--- src/rtl/i2c_mon_pkg.sv ---
package i2c_mon_pkg;
  typedef struct packed {
    logic start;
    logic stop;
    logic scl_rise;
    logic scl_fall;
  } bus_ev_t;

  function automatic int unsigned cnt_width(input int unsigned byte_w);
    return $clog2(byte_w + 2);
  endfunction
endpackage

--- src/rtl/i2c_mon_sync.sv ---
module i2c_mon_sync #(
  parameter int STAGES = 2
) (
  input  logic clk,
  input  logic rst_n,
  input  logic d,
  output logic q
);
  logic [STAGES-1:0] st_q;
  logic [STAGES-1:0] st_d;

  always_comb st_d = {st_q[STAGES-2:0], d};

  always_ff @(posedge clk or negedge rst_n) begin
    if (!rst_n) st_q <= '1;
    else        st_q <= st_d;
  end

  assign q = st_q[STAGES-1];
endmodule

--- src/rtl/i2c_mon_bus_cond.sv ---
module i2c_mon_bus_cond
  import i2c_mon_pkg::*;
(
  input  logic    clk,
  input  logic    rst_n,
  input  logic    scl_s,
  input  logic    sda_s,
  output bus_ev_t ev
);
  logic scl_p, sda_p;

  always_ff @(posedge clk or negedge rst_n) begin
    if (!rst_n) begin
      scl_p <= 1'b1;
      sda_p <= 1'b1;
    end else begin
      scl_p <= scl_s;
      sda_p <= sda_s;
    end
  end

  always_comb begin
    ev.scl_rise = scl_s & ~scl_p;
    ev.scl_fall = ~scl_s & scl_p;
    ev.start    = scl_s & scl_p & sda_p & ~sda_s;
    ev.stop     = scl_s & scl_p & ~sda_p & sda_s;
  end
endmodule

--- src/rtl/i2c_mon_bit_track.sv ---
module i2c_mon_bit_track
  import i2c_mon_pkg::*;
#(
  parameter int BYTE_W = 8,
  localparam int CW    = cnt_width(BYTE_W)
) (
  input  logic              clk,
  input  logic              rst_n,
  input  bus_ev_t           ev,
  input  logic              sda_s,
  output logic [CW-1:0]     rise_idx,
  output logic [BYTE_W-1:0] byte_val,
  output logic [1:0]        byte_no,
  output logic              byte_end
);
  localparam logic [CW-1:0] ACK_IDX = CW'(BYTE_W + 1);

  logic [CW-1:0]     cnt_q, cnt_d;
  logic [BYTE_W-2:0] sh_q, sh_d;
  logic [1:0]        bno_q, bno_d;
  logic              cnt_en, sh_en, bno_en;

  always_comb begin
    rise_idx = (cnt_q == ACK_IDX) ? CW'(1) : cnt_q + CW'(1);
    byte_val = {sh_q, sda_s};
    byte_end = ev.scl_fall && (cnt_q == ACK_IDX);

    cnt_en = ev.start | ev.stop | ev.scl_rise;
    cnt_d  = (ev.start | ev.stop) ? '0 : rise_idx;

    sh_en  = ev.scl_rise && (rise_idx <= CW'(BYTE_W));
    sh_d   = byte_val[BYTE_W-2:0];

    bno_en = ev.start | ev.stop | (byte_end && (bno_q != 2'd2));
    bno_d  = (ev.start | ev.stop) ? 2'd0 : bno_q + 2'd1;
  end

  always_ff @(posedge clk or negedge rst_n) begin
    if (!rst_n) begin
      cnt_q <= '0;
      sh_q  <= '0;
      bno_q <= '0;
    end else begin
      if (cnt_en) cnt_q <= cnt_d;
      if (sh_en)  sh_q  <= sh_d;
      if (bno_en) bno_q <= bno_d;
    end
  end

  assign byte_no = bno_q;
endmodule

--- src/rtl/i2c_mon_flags.sv ---
module i2c_mon_flags
  import i2c_mon_pkg::*;
#(
  parameter int ADDR_W = 7,
  localparam int BYTE_W = ADDR_W + 1,
  localparam int CW     = cnt_width(BYTE_W)
) (
  input  logic              clk,
  input  logic              rst_n,
  input  bus_ev_t           ev,
  input  logic              sda_s,
  input  logic              sda_drv,
  input  logic              mst_i,
  input  logic              trx_i,
  input  logic              addr_rec_off,
  input  logic [ADDR_W-1:0] own_addr,
  input  logic [CW-1:0]     rise_idx,
  input  logic [BYTE_W-1:0] byte_val,
  input  logic [1:0]        byte_no,
  input  logic              byte_end,
  input  logic              dbr_rd,
  input  logic              dbr_wr,
  input  logic              cr2_wr,
  output logic              arb_lost,
  output logic              slave_hit,
  output logic              gen_call,
  output logic              last_bit,
  output logic              mode_drop,
  output logic              sda_release,
  output logic              scl_stop,
  output logic              byte_irq
);
  localparam logic [CW-1:0] ACK_IDX  = CW'(BYTE_W + 1);
  localparam logic [CW-1:0] LAST_IDX = CW'(BYTE_W);

  logic al_q, al_d, aas_q, aas_d, gc_q, gc_d, lrb_q, lrb_d;
  logic rel_q, rel_d, stp_q, stp_d, drop_q, irq_q;
  logic cmp_en, al_set, acc_clr, dbr_acc, bus_cond;
  logic slave, addr_done, data1_done, zero_byte, addr_eq, aas_set, gc_set;

  always_comb begin
    bus_cond = ev.start | ev.stop;
    dbr_acc  = dbr_rd | dbr_wr;
    acc_clr  = dbr_acc | cr2_wr;

    cmp_en = ev.scl_rise && mst_i && !rel_q && (trx_i || (rise_idx == ACK_IDX));
    al_set = cmp_en && (sda_s != sda_drv);
    al_d   = al_set ? 1'b1 : (acc_clr ? 1'b0 : al_q);

    rel_d  = al_set ? 1'b1 : ((byte_end | bus_cond) ? 1'b0 : rel_q);
    stp_d  = (byte_end && rel_q) ? 1'b1 : ((acc_clr | bus_cond) ? 1'b0 : stp_q);

    slave      = !mst_i || rel_q;
    addr_done  = ev.scl_rise && (rise_idx == LAST_IDX) && (byte_no == 2'd0);
    data1_done = ev.scl_rise && (rise_idx == LAST_IDX) && (byte_no == 2'd1);
    zero_byte  = (byte_val == '0);
    addr_eq    = (byte_val[BYTE_W-1:1] == own_addr);

    aas_set = slave && (addr_rec_off ? data1_done : (addr_done && (zero_byte || addr_eq)));
    aas_d   = aas_set ? 1'b1 : (dbr_acc ? 1'b0 : aas_q);

    gc_set  = slave && addr_done && zero_byte;
    gc_d    = gc_set ? 1'b1 : (bus_cond ? 1'b0 : gc_q);

    lrb_d   = ev.scl_rise ? sda_s : lrb_q;
  end

  always_ff @(posedge clk or negedge rst_n) begin
    if (!rst_n) begin
      al_q   <= 1'b0;
      aas_q  <= 1'b0;
      gc_q   <= 1'b0;
      lrb_q  <= 1'b0;
      rel_q  <= 1'b0;
      stp_q  <= 1'b0;
      drop_q <= 1'b0;
      irq_q  <= 1'b0;
    end else begin
      al_q   <= al_d;
      aas_q  <= aas_d;
      gc_q   <= gc_d;
      lrb_q  <= lrb_d;
      rel_q  <= rel_d;
      stp_q  <= stp_d;
      drop_q <= al_set;
      irq_q  <= byte_end;
    end
  end

  assign arb_lost    = al_q;
  assign slave_hit   = aas_q;
  assign gen_call    = gc_q;
  assign last_bit    = lrb_q;
  assign mode_drop   = drop_q;
  assign sda_release = rel_q;
  assign scl_stop    = stp_q;
  assign byte_irq    = irq_q;
endmodule

--- src/rtl/i2c_arb_monitor.sv ---
module i2c_arb_monitor
  import i2c_mon_pkg::*;
#(
  parameter int ADDR_W      = 7,
  parameter int SYNC_STAGES = 2
) (
  input  logic              clk,
  input  logic              rst_n,
  input  logic              scl_in,
  input  logic              sda_in,
  input  logic              sda_drv,
  input  logic              mst_i,
  input  logic              trx_i,
  input  logic              addr_rec_off,
  input  logic [ADDR_W-1:0] own_addr,
  input  logic              dbr_rd,
  input  logic              dbr_wr,
  input  logic              cr2_wr,
  output logic              arb_lost,
  output logic              slave_hit,
  output logic              gen_call,
  output logic              last_bit,
  output logic              mode_drop,
  output logic              sda_release,
  output logic              scl_stop,
  output logic              byte_irq
);
  localparam int BYTE_W = ADDR_W + 1;
  localparam int CW     = cnt_width(BYTE_W);
  localparam int NLINES = 2;

  logic [NLINES-1:0] line_raw, line_s;
  logic              scl_s, sda_s;
  bus_ev_t           bus_ev;
  logic [CW-1:0]     rise_idx;
  logic [BYTE_W-1:0] byte_val;
  logic [1:0]        byte_no;
  logic              byte_end;

  assign line_raw = {sda_in, scl_in};

  for (genvar g = 0; g < NLINES; g++) begin : g_sync
    i2c_mon_sync #(.STAGES(SYNC_STAGES)) u_sync (
      .clk(clk), .rst_n(rst_n), .d(line_raw[g]), .q(line_s[g])
    );
  end

  assign scl_s = line_s[0];
  assign sda_s = line_s[1];

  i2c_mon_bus_cond u_cond (
    .clk(clk), .rst_n(rst_n), .scl_s(scl_s), .sda_s(sda_s), .ev(bus_ev)
  );

  i2c_mon_bit_track #(.BYTE_W(BYTE_W)) u_track (
    .clk(clk), .rst_n(rst_n), .ev(bus_ev), .sda_s(sda_s),
    .rise_idx(rise_idx), .byte_val(byte_val), .byte_no(byte_no), .byte_end(byte_end)
  );

  i2c_mon_flags #(.ADDR_W(ADDR_W)) u_flags (
    .clk(clk), .rst_n(rst_n), .ev(bus_ev), .sda_s(sda_s), .sda_drv(sda_drv),
    .mst_i(mst_i), .trx_i(trx_i), .addr_rec_off(addr_rec_off), .own_addr(own_addr),
    .rise_idx(rise_idx), .byte_val(byte_val), .byte_no(byte_no), .byte_end(byte_end),
    .dbr_rd(dbr_rd), .dbr_wr(dbr_wr), .cr2_wr(cr2_wr),
    .arb_lost(arb_lost), .slave_hit(slave_hit), .gen_call(gen_call), .last_bit(last_bit),
    .mode_drop(mode_drop), .sda_release(sda_release), .scl_stop(scl_stop), .byte_irq(byte_irq)
  );
endmodule

--- config.mk ---
export PLATFORM = sky130hd
export DESIGN_NAME = i2c_arb_monitor
export DESIGN_NICKNAME = d
export VERILOG_FILES = /design/src/rtl/i2c_mon_pkg.sv /design/src/rtl/i2c_mon_sync.sv /design/src/rtl/i2c_mon_bus_cond.sv /design/src/rtl/i2c_mon_bit_track.sv /design/src/rtl/i2c_mon_flags.sv /design/src/rtl/i2c_arb_monitor.sv
export SDC_FILE = /design/constraint.sdc
export NUM_CORES = 1
export LEC_CHECK = 0
export BUFFER_PORTS_ARGS = -buffer_cell sky130_fd_sc_hd__buf_2
export CORE_MARGIN = 1.5
export CORE_UTILIZATION = 57
export DETAILED_ROUTE_END_ITERATION = 8
export PLACE_DENSITY = 0.8
export SKIP_LAST_GASP = 1
export SLEW_MARGIN = 20
export SYNTH_ARGS = -nofsm -noshare
export SYNTH_HDL_FRONTEND = slang
export SYNTH_SLANG_ARGS = --single-unit
--- constraint.sdc ---
create_clock -name clk -period 2.7 [get_ports clk]
set_input_delay 0.54 -clock clk [delete_from_list [all_inputs] [get_ports clk]]
set_output_delay 0.54 -clock clk [all_outputs]
set_load 0.03 [all_outputs]
==> results.yml, run 1 <==
route:
  route.detailed.drc: 0
  vias_per_cell: 5.31
  ant_nets: 0
  first_pass_iters: 4
  routed_wl_um: 2220
  post_drt_wl_per_cell_um: 13.4
  num_vias: 881
  dr.first_iter.drc_count: 18
floorplanning:
  dieArea_um2: 2470
  die_h_um: 49.7
  coreArea_um2: 2000
  initial_core_util: 0.622
  pin_count: 26
  rows: 16
  die_w_um: 49.7
cts:
  clk_pin_slew_ns: 0.14
  ctsLongestPathBuffers: 2
  ctsResizeCount: 0
  clock_sinks: 27
  cts_max_level: 1
  tritoncts: "yes"
  hold_buffers: 0
  cts_buffers: 3
  cts_root_buffer: "clkbuf_4"
  insertion_delay_ns: 0.31
  cts_setup_buffers: 0
hold_path:
  hold_path.class: "in -> async"
timing:
  maxSlewViolCount: 0
  fmax_mhz: 557
  min_period_ns: 1.79
  finClkSkew_ns: 0.00877
  setup_viol: 0
  holdWs_ns: 0.201
  hold_viol: 0
  worst_pin_slew_ns: 0.582
  max_slew_margin: 0.612
  setup_slack_ns: 0.905
  min_period_over_period: 0.665
  rsz0062_at_grt: "no"
  fin_tns_setup_ns: 0
pwr:
  powerDensity_nw_per_um2: 669
  ir_worst_vdd_uv: 471
  p_leak_nw: 0.668
logic_synthesis:
  syn_inst: 112
  yosysTopAreaCell: "dfrtp_1"
  synth_warnings: 0
  synthTopCellsByArea: "dfrtp_1 42%, dfstp_2 13%, xnor2_1 7.7%, mux2_2 6.3%, nand2_1 3.6%"
  ys_ff_latch: 27
  synth_fp_nets: 133
  yosysTopAreaCellShare: 0.422
  ys_seq_area_frac: 0.549
  postSynthAreaPerCell_um2: 11.1
  synth.cell_area_um2: 1240
  synth_cell_type_count: 32
cells_and_area:
  final_common_cell: "buf_2"
  mostFrequentLayoutCells: "25 x buf_2, 21 x dfrtp_1, 12 x nand2_1, 11 x xnor2_1"
  fillerInstances: 160
  layoutNonFillerInstCount: 166
  antennaDiodeCount: 0
  area_growth_pct: 14.4
  drive_gt1_frac: 0.317
  final_nets: 161
  utilization: 0.711
run:
  cap_violations: 0
critical_path:
  critPathArrivalTime_ns: 2.02
  worstPathCellList: "and2b_2 > nand3_1 > or4b_1 > o31ai_1"
  path_delay_family: "simple AND/OR/NAND/NOR gates"
  path_max_fanout: 8
  start_kind: "flop"
  worst-path-buf-inv: 0
  critPathMaxStageDelay_ns: 0.61
  critPathSlowestCell: "dfstp_2"
  worstSetupPathType: "reg -> reg"
  critical_path_required_ns: 2.93
  r2r_start: "g_sync[0].u_sync.st_q[1]"
  critPathLaunch: "g_sync[0].u_sync.st_q[1]"
  end_kind: "flop"
run_status:
  status: "finished, final reports clean"
global_route:
  antenna_found_initial: 0
  globalRouteOverflowTotal: 0
  grt_pass1_vias: 838
  grt_usage: 0.199
  grt_pass1_wl_um: 3720
  grt_max_degree: 28
placement:
  dp_cells: 162
  dp_hpwl_um: 1770
  io_buffers: 25
  dpl_worst_slack_ns: 0.945
  place.gp.congestion: 0.876
-- state kept, by name (all words and copies together) (netlist names) --
name / flops
u_track.cnt_q: 4
u_cond.scl_p: 1
u_flags.arb_lost: 1
u_track.sh_q: 7
u_flags.sda_release: 1
u_flags.slave_hit: 1
u_flags.last_bit: 1
u_flags.gen_call: 1
u_track.byte_no: 2
u_flags.scl_stop: 1
g_sync.u_sync.st_q: 4
u_cond.sda_p: 1
u_flags.byte_irq: 1
u_flags.mode_drop: 1
-- final cells by class --
cell class,count,area [um2],area share
Clock buffer,3,22.5,0.0158
Inverter,6,22.5,0.0158
Timing Repair Buffer,25,125,0.0879
Multi-Input combinational cell,77,532,0.373
Sequential cell,27,683,0.480
Tap cell,27,33.8,0.0237
Clock inverter,1,5.00,0.00351
-- path summary, 6_finish.rpt --
path,end,slack [ns],cells past startpoint
worst max-delay path,u_flags.slave_hit,0.91,4
worst min-delay path,u_flags.byte_irq,0.20,1
worst max register to register,u_flags.slave_hit,0.91,4
worst min register to register,g_sync[1].u_sync.st_q[1],0.37,0
max in group asynchronous,u_track.sh_q[4],2.11,1
min in group clk,g_sync[1].u_sync.st_q[0],0.30,1
-- worst register-to-register path, stage by stage, from the launching register on --
cell and delay (ns):
dfstp_2 0.61, and2b_2 0.21, nand3_1 0.12, or4b_1 0.53, o31ai_1 0.24
-- stage by stage --
step                instance area (um2)  total power, mW
floorplan                          1240            0.725
global placement                   1400            0.782
detailed placement                 1400            0.798
CTS                                1420            0.964
global route                       1420             1.02
finish                             1420            0.952
-- Yosys cell counts --
library cell and count:
ha_1 3, nand4b_1 1, nand3b_1 1, xnor2_1 11, o21ai_1 1, clkbuf_1 2, dfrtp_1 21, a21o_1 1
mux2i_1 1, nor2_1 7, mux2_2 7, inv_1 6, a22oi_1 1, and3_1 1, nor3_1 4, and2b_2 1
nand3_1 3, nand2b_1 3, o211a_1 1, dfstp_2 6, a21oi_1 1, a31oi_1 1, nor4_2 1, a32o_1 1
nand2_1 12, or3b_1 1, or4b_1 1, o21ai_0 7, nand4_1 2, xor2_1 1, o31ai_1 1, nor4_1 1
-- logic make-up after synthesis --
kind of cell,after synthesis,share of synthesized area
compound gates,15,0.0754
xor+xnor,12,0.0844
fa+ha+maj,3,0.0302
buf+inv,8,0.0241
flops,27,0.549
mux,8,0.0714
simple gates,39,0.166
-- layer usage --
| metal | share of wire | GRT usage | wire (um) | up-vias |
|---|---|---|---|---|
| li1 | - | - | - | 438 |
| met1 | 0.45 | 0.269 | 990 | 422 |
| met2 | 0.51 | 0.342 | 1130 | 19 |
| met3 | 0.041 | 0.0273 | 92 | 2 |
| met4 | 0.0045 | 0.0417 | 10 | 0 |
| met5 | 0 | 0 | 0 | - |
-- power breakdown --
group / total, mW / switching, mW / internal (mW)
combinational: 0.226 / 0.101 / 0.124
clock: 0.164 / 0.108 / 0.0553
sequential: 0.563 / 0.0847 / 0.478
(Power assumes the default switching activity.)
==> run 2, diff against run 1 <==
--- a/config.mk
+++ b/config.mk
@@ -5,11 +5,12 @@
 export SDC_FILE = /design/constraint.sdc
 export NUM_CORES = 1
 export LEC_CHECK = 0
+export ABC_AREA = 1
 export BUFFER_PORTS_ARGS = -buffer_cell sky130_fd_sc_hd__buf_2
 export CORE_MARGIN = 1.5
-export CORE_UTILIZATION = 57
+export CORE_UTILIZATION = 54
 export DETAILED_ROUTE_END_ITERATION = 8
-export PLACE_DENSITY = 0.8
+export PLACE_DENSITY = 0.75
 export SKIP_LAST_GASP = 1
 export SLEW_MARGIN = 20
 export SYNTH_ARGS = -nofsm -noshare
==> constraint.sdc (replaced) <==
create_clock -name clk -period 1.8 [get_ports clk]
set_input_delay 0.36 -clock clk [delete_from_list [all_inputs] [get_ports clk]]
set_output_delay 0.36 -clock clk [all_outputs]
set_load 0.03 [all_outputs]
==> results.yml, run 2 <==
logic_synthesis:
  ys_ff_latch: 27
  yosysTopAreaCell: "dfrtp_1"
  synth_fp_nets: 191
  syn_inst: 170
  synthTopCellsByArea: "dfrtp_1 38%, nand2_1 13%, dfstp_2 11%, inv_1 8.7%, o21ai_2 6.3%"
  ys_seq_area_frac: 0.495
  synth_warnings: 0
  postSynthAreaPerCell_um2: 8.12
  yosysMostFrequentCell: "nand2_1"
  ys_top_cells_by_count: "49 x nand2_1, 32 x inv_1, 21 x dfrtp_1"
  synth_cell_type_count: 22
  yosysTopAreaCellShare: 0.381
  synth.cell_area_um2: 1380
  synthArstFlopShare: 1.00
  synth_edf_count: 0
  synth_flop_cell: "dfrtp_1"
pwr:
  combinationalPowerShare: 0.237
  power_frac_seq: 0.557
  powerDensity_nw_per_um2: 864
  p_leak_nw: 0.876
  p_sw_frac: 0.340
  ir_worst_vdd_uv: 548
  p_int_mw: 0.891
  switching_power_mw: 0.460
  power.clock.fraction: 0.206
cells_and_area:
  largest_reg_flops: 7
  mostFrequentLayoutCells: "49 x nand2_1, 32 x inv_1, 25 x buf_2, 21 x dfrtp_1, 14 x nor2_1"
  area_growth_pct: 13.2
  final_nets: 220
  drive_gt1_frac: 0.258
  final_common_cell: "nand2_1"
  antennaDiodeCount: 0
  fillerInstances: 217
  regMostFlops: "u_track.sh_q"
  largestRegisters: "u_track.sh_q (7), g_sync.u_sync.st_q (4), u_track.cnt_q (4)"
route:
  ant_nets: 0
  dr.first_iter.drc_count: 13
  route.detailed.drc: 0
  post_drt_wl_per_cell_um: 11.0
  wl_met3_um: 130
  vias_per_cell: 4.98
  num_vias: 1135
  top_layer: "met4"
  met2WireLength_um: 1270
  first_pass_iters: 4
  wl_met1_um: 1090
  routed_wl_um: 2510
timing:
  holdWs_ns: -0.00360
  max_slew_margin: 0.525
  min_period_over_period: 0.872
  worst_pin_slew_ns: 0.712
  hold_viol: 11
  min_period_ns: 1.57
  rsz0062_at_grt: "no"
  fmax_mhz: 637
  maxSlewViolCount: 0
  fin_tns_setup_ns: 0
  finClkSkew_ns: 0.00595
  setup_slack_ns: 0.231
  setup_viol: 0
run_status:
  status: "finished with violations"
  violations: "hold timing"
floorplanning:
  pin_count: 26
  rows: 18
  initial_core_util: 0.562
  dieArea_um2: 2870
  die_h_um: 53.6
  die_w_um: 53.6
  coreArea_um2: 2450
placement:
  dp_hpwl_um: 1950
  io_buffers: 25
  place.gp.congestion: 0.898
  dpl_worst_slack_ns: 0.240
critical_path:
  worstSetupPathType: "reg -> reg"
  r2r_start: "u_track.cnt_q[1]"
  critPathArrivalTime_ns: 1.84
  critical_path_required_ns: 2.07
  reg2reg_slack_ns: 0.23
  path_max_fanout: 14
  start_kind: "flop"
  rr_endpoint: "u_track.sh_q[4]"
  end_kind: "flop"
  worstRegToRegCells: 5
global_route:
  grt_pass1_vias: 1079
  grt_max_degree: 28
  antenna_found_initial: 0
  grt_usage: 0.202
  grt_pass1_wl_um: 4220
  globalRouteOverflowTotal: 0
cts:
  cts_max_level: 1
  clk_pin_slew_ns: 0.15
  tritoncts: "yes"
  ctsResizeCount: 0
  cts_setup_buffers: 0
  cts_buffers: 3
  clock_sinks: 27
  ctsLongestPathBuffers: 2
  hold_buffers: 0
  cts_root_buffer: "clkbuf_4"
  insertion_delay_ns: 0.33
hold_path:
  hold_path.class: "in -> async"
run:
  cap_violations: 0
==> run 2: cell count changes in the layout (fill, tap and decap cells not counted), sizes merged, moves of 2 or more <==
cell and change:
nand2 +38, inv +29, xnor2 -10, o21ai +9, nor2 +8, mux2 -7
nand3 +7, nand2b -3, nand4 +2, nor4 -2
==> run 2: area by class of cell <==
class	count	area (um2)	area share
Timing Repair Buffer	25	125	0.0801
Sequential cell	27	683	0.437
Multi-Input combinational cell	108	558	0.357
Tap cell	30	37.5	0.0240
Inverter	34	128	0.0817
Clock buffer	3	22.5	0.0144
Clock inverter	1	8.76	0.00560
==> run 2: through the flow <==
stage	power, mW	util	area, um2	std cells	hold WS [ns]
finish	1.35	0.637	1560	228	-0.00360
global route	1.46	0.637	1560	228	0.00530
CTS	1.37	0.637	1560	228	0.00675
detailed placement	1.09	0.624	1530	224	0.350
global placement	1.07	0.624	1530	224	0.346
floorplan	0.996	-	1380	170	0.0644
==> run 2: critical path, stage by stage, from the launching register on <==
cell and delay [ns]:
dfrtp_1 0.46, nand2_1 0.16, o21ai_2 0.07, o21ai_2 0.58, nand2_1 0.15, o21ai_2 0.08
==> run 2: kinds of logic after synthesis <==
group / share of synthesized area
simple gates: 0.267
buf+inv: 0.101
flops: 0.495
compound gates: 0.0979
fa+ha+maj: 0.0272
xor+xnor: 0.0127
==> run 2: worst max path at each step <==
stage	startpoint	endpoint	slack [ns]	cells past startpoint
floorplan	u_cond.scl_p	u_track.sh_q[0]	0.56	7
global placement	u_track.cnt_q[1]	u_track.sh_q[5]	0.32	5
detailed placement	u_track.cnt_q[1]	u_track.sh_q[4]	0.24	5
CTS	u_track.cnt_q[1]	u_track.sh_q[4]	0.20	5
global route	u_track.cnt_q[1]	u_track.sh_q[5]	0.01	5
finish	u_track.cnt_q[1]	u_track.sh_q[4]	0.23	5
==> run 2: per-layer routing <==
metal  track usage  vias up
li1              -      581
met1         0.233      518
met2         0.368       32
met3        0.0361        4
met4        0.0769        0
met5             0        -
==> run 2: power groups by stage <==
| stage | Combinational [mW] | Clock (mW) | Sequential (mW) |
|---|---|---|---|
| after floorplan | 0.231 | 0 | 0.765 |
| after global placement | 0.313 | 0 | 0.759 |
| after detailed placement | 0.323 | 0 | 0.763 |
| after CTS | 0.324 | 0.291 | 0.752 |
| after global routing | 0.377 | 0.322 | 0.765 |
| final | 0.320 | 0.278 | 0.753 |
==> run 3, diff against run 2 <==
--- a/config.mk
+++ b/config.mk
@@ -5,10 +5,9 @@
 export SDC_FILE = /design/constraint.sdc
 export NUM_CORES = 1
 export LEC_CHECK = 0
-export ABC_AREA = 1
 export BUFFER_PORTS_ARGS = -buffer_cell sky130_fd_sc_hd__buf_2
 export CORE_MARGIN = 1.5
-export CORE_UTILIZATION = 54
+export CORE_UTILIZATION = 53
 export DETAILED_ROUTE_END_ITERATION = 8
 export PLACE_DENSITY = 0.75
 export SKIP_LAST_GASP = 1
==> results.yml, run 3 (synthesized netlist as in run 1, its figures left out) <==
cells_and_area:
  design_area_um2: 1460
  final_common_cell: "buf_2"
  largest_reg_flops: 7
  antennaDiodeCount: 0
  final_nets: 165
  area.sequential_um2: 683
  area_growth_pct: 17.1
  mostFrequentLayoutCells: "25 x buf_2, 21 x dfrtp_1, 12 x nand2_1, 11 x xnor2_1"
  largestRegisters: "u_track.sh_q (7), g_sync.u_sync.st_q (4), u_track.cnt_q (4)"
  regMostFlops: "u_track.sh_q"
  drive_gt1_frac: 0.336
  multi_input_area_um2: 532
  fillerInstances: 188
critical_path:
  worstPathCellList: "and2b_2 > nand3_1 > or4b_1 > o31ai_1"
  reg2reg_slack_ns: 0.11
  r2r_start: "g_sync[0].u_sync.st_q[1]"
  worstRegToRegCells: 4
  critical_path_required_ns: 2.04
  critPathMaxStageDelay_ns: 0.56
  worstSetupPathType: "reg -> reg"
  start_kind: "flop"
  rr_endpoint: "u_flags.slave_hit"
  end_kind: "flop"
  critPathSlowestCell: "dfstp_2"
  path_max_fanout: 5
  critPathArrivalTime_ns: 1.93
timing:
  setup_viol: 0
  rsz0062_at_grt: "no"
  fmax_mhz: 592
  min_period_over_period: 0.938
  finClkSkew_ns: 0.00405
  min_period_ns: 1.69
  hold_viol: 0
  worst_pin_slew_ns: 0.576
  maxSlewViolCount: 0
  holdWs_ns: 0.00976
  fin_tns_setup_ns: 0
  max_slew_margin: 0.616
pwr:
  ir_worst_vdd_uv: 713
  p_leak_nw: 0.685
  powerDensity_nw_per_um2: 1000
floorplanning:
  die_h_um: 51.5
  rows: 17
  coreArea_um2: 2210
  initial_core_util: 0.563
  dieArea_um2: 2650
  die_w_um: 51.5
  pin_count: 26
run_status:
  status: "finished, final reports clean"
global_route:
  globalRouteOverflowTotal: 0
  antenna_found_initial: 0
  grt_usage: 0.223
  grt_pass1_wl_um: 4230
  grt_pass1_vias: 950
  grt_max_degree: 28
route:
  route.detailed.drc: 0
  routed_wl_um: 2390
  num_vias: 928
  dr.first_iter.drc_count: 16
  ant_nets: 0
  first_pass_iters: 4
  vias_per_cell: 5.43
  post_drt_wl_per_cell_um: 14.0
cts:
  ctsLongestPathBuffers: 2
  cts_root_buffer: "clkbuf_4"
  tritoncts: "yes"
  clock_sinks: 27
  cts_max_level: 1
  hold_buffers: 0
  clk_pin_slew_ns: 0.14
  cts_buffers: 3
  insertion_delay_ns: 0.32
  ctsResizeCount: 0
  cts_setup_buffers: 0
placement:
  place_area_um2: 1430
  dp_hpwl_um: 1880
  place.gp.congestion: 0.910
  io_buffers: 25
run:
  cap_violations: 0
hold_path:
  hold_path.class: "in -> async"
[run 3: worst max-delay path by stage]
stage | start | endpoint | cells after the start
2_1_floorplan | g_sync[0].u_sync.st_q[1] | u_flags.slave_hit | 4
3_3_place_gp | g_sync[0].u_sync.st_q[1] | u_flags.slave_hit | 4
3_5_place_dp | g_sync[0].u_sync.st_q[1] | u_flags.slave_hit | 4
4_1_cts | g_sync[0].u_sync.st_q[1] | u_flags.slave_hit | 4
5_1_grt | g_sync[0].u_sync.st_q[1] | u_flags.slave_hit | 4
6_report | g_sync[0].u_sync.st_q[1] | u_flags.slave_hit | 4
[run 3: per-stage QoR]
stage	utilization	total power, mW	cells	setup WS [ns]
floorplan	-	1.09	112	0.137
global placement	0.645	1.20	167	0.187
detailed placement	0.645	1.22	167	0.143
CTS	0.659	1.48	171	0.113
global route	0.659	1.56	171	0.0241
finish	0.659	1.46	171	0.111
[run 3: report_power, final]
| part | internal (mW) | total, mW | switching [mW] |
|---|---|---|---|
| Combinational | 0.200 | 0.368 | 0.169 |
| Sequential | 0.717 | 0.835 | 0.118 |
| Clock | 0.0848 | 0.260 | 0.175 |
[run 3: layer usage]
layer,vias up,part of all wire,global-route usage
li1,445,-,-
met1,444,0.43,0.274
met2,29,0.50,0.357
met3,10,0.049,0.0585
met4,0,0.026,0.118
met5,-,0,0
[run 3: layout make-up]
type	instances	area share
repair buffers	29	0.106
multi-input cells	77	0.365
clock buffers	3	0.0155
inverters	6	0.0155
well taps	28	0.0240
flip-flops and latches	27	0.469
clock inverters	1	0.00515
[run 3: critical path: cells and delay by family (launching register included)]
family             cells  cell delay [ns]
and+or+nand+nor        3             0.80
DFF                    1             0.56
AOI/OAI and AO/OA      1             0.25
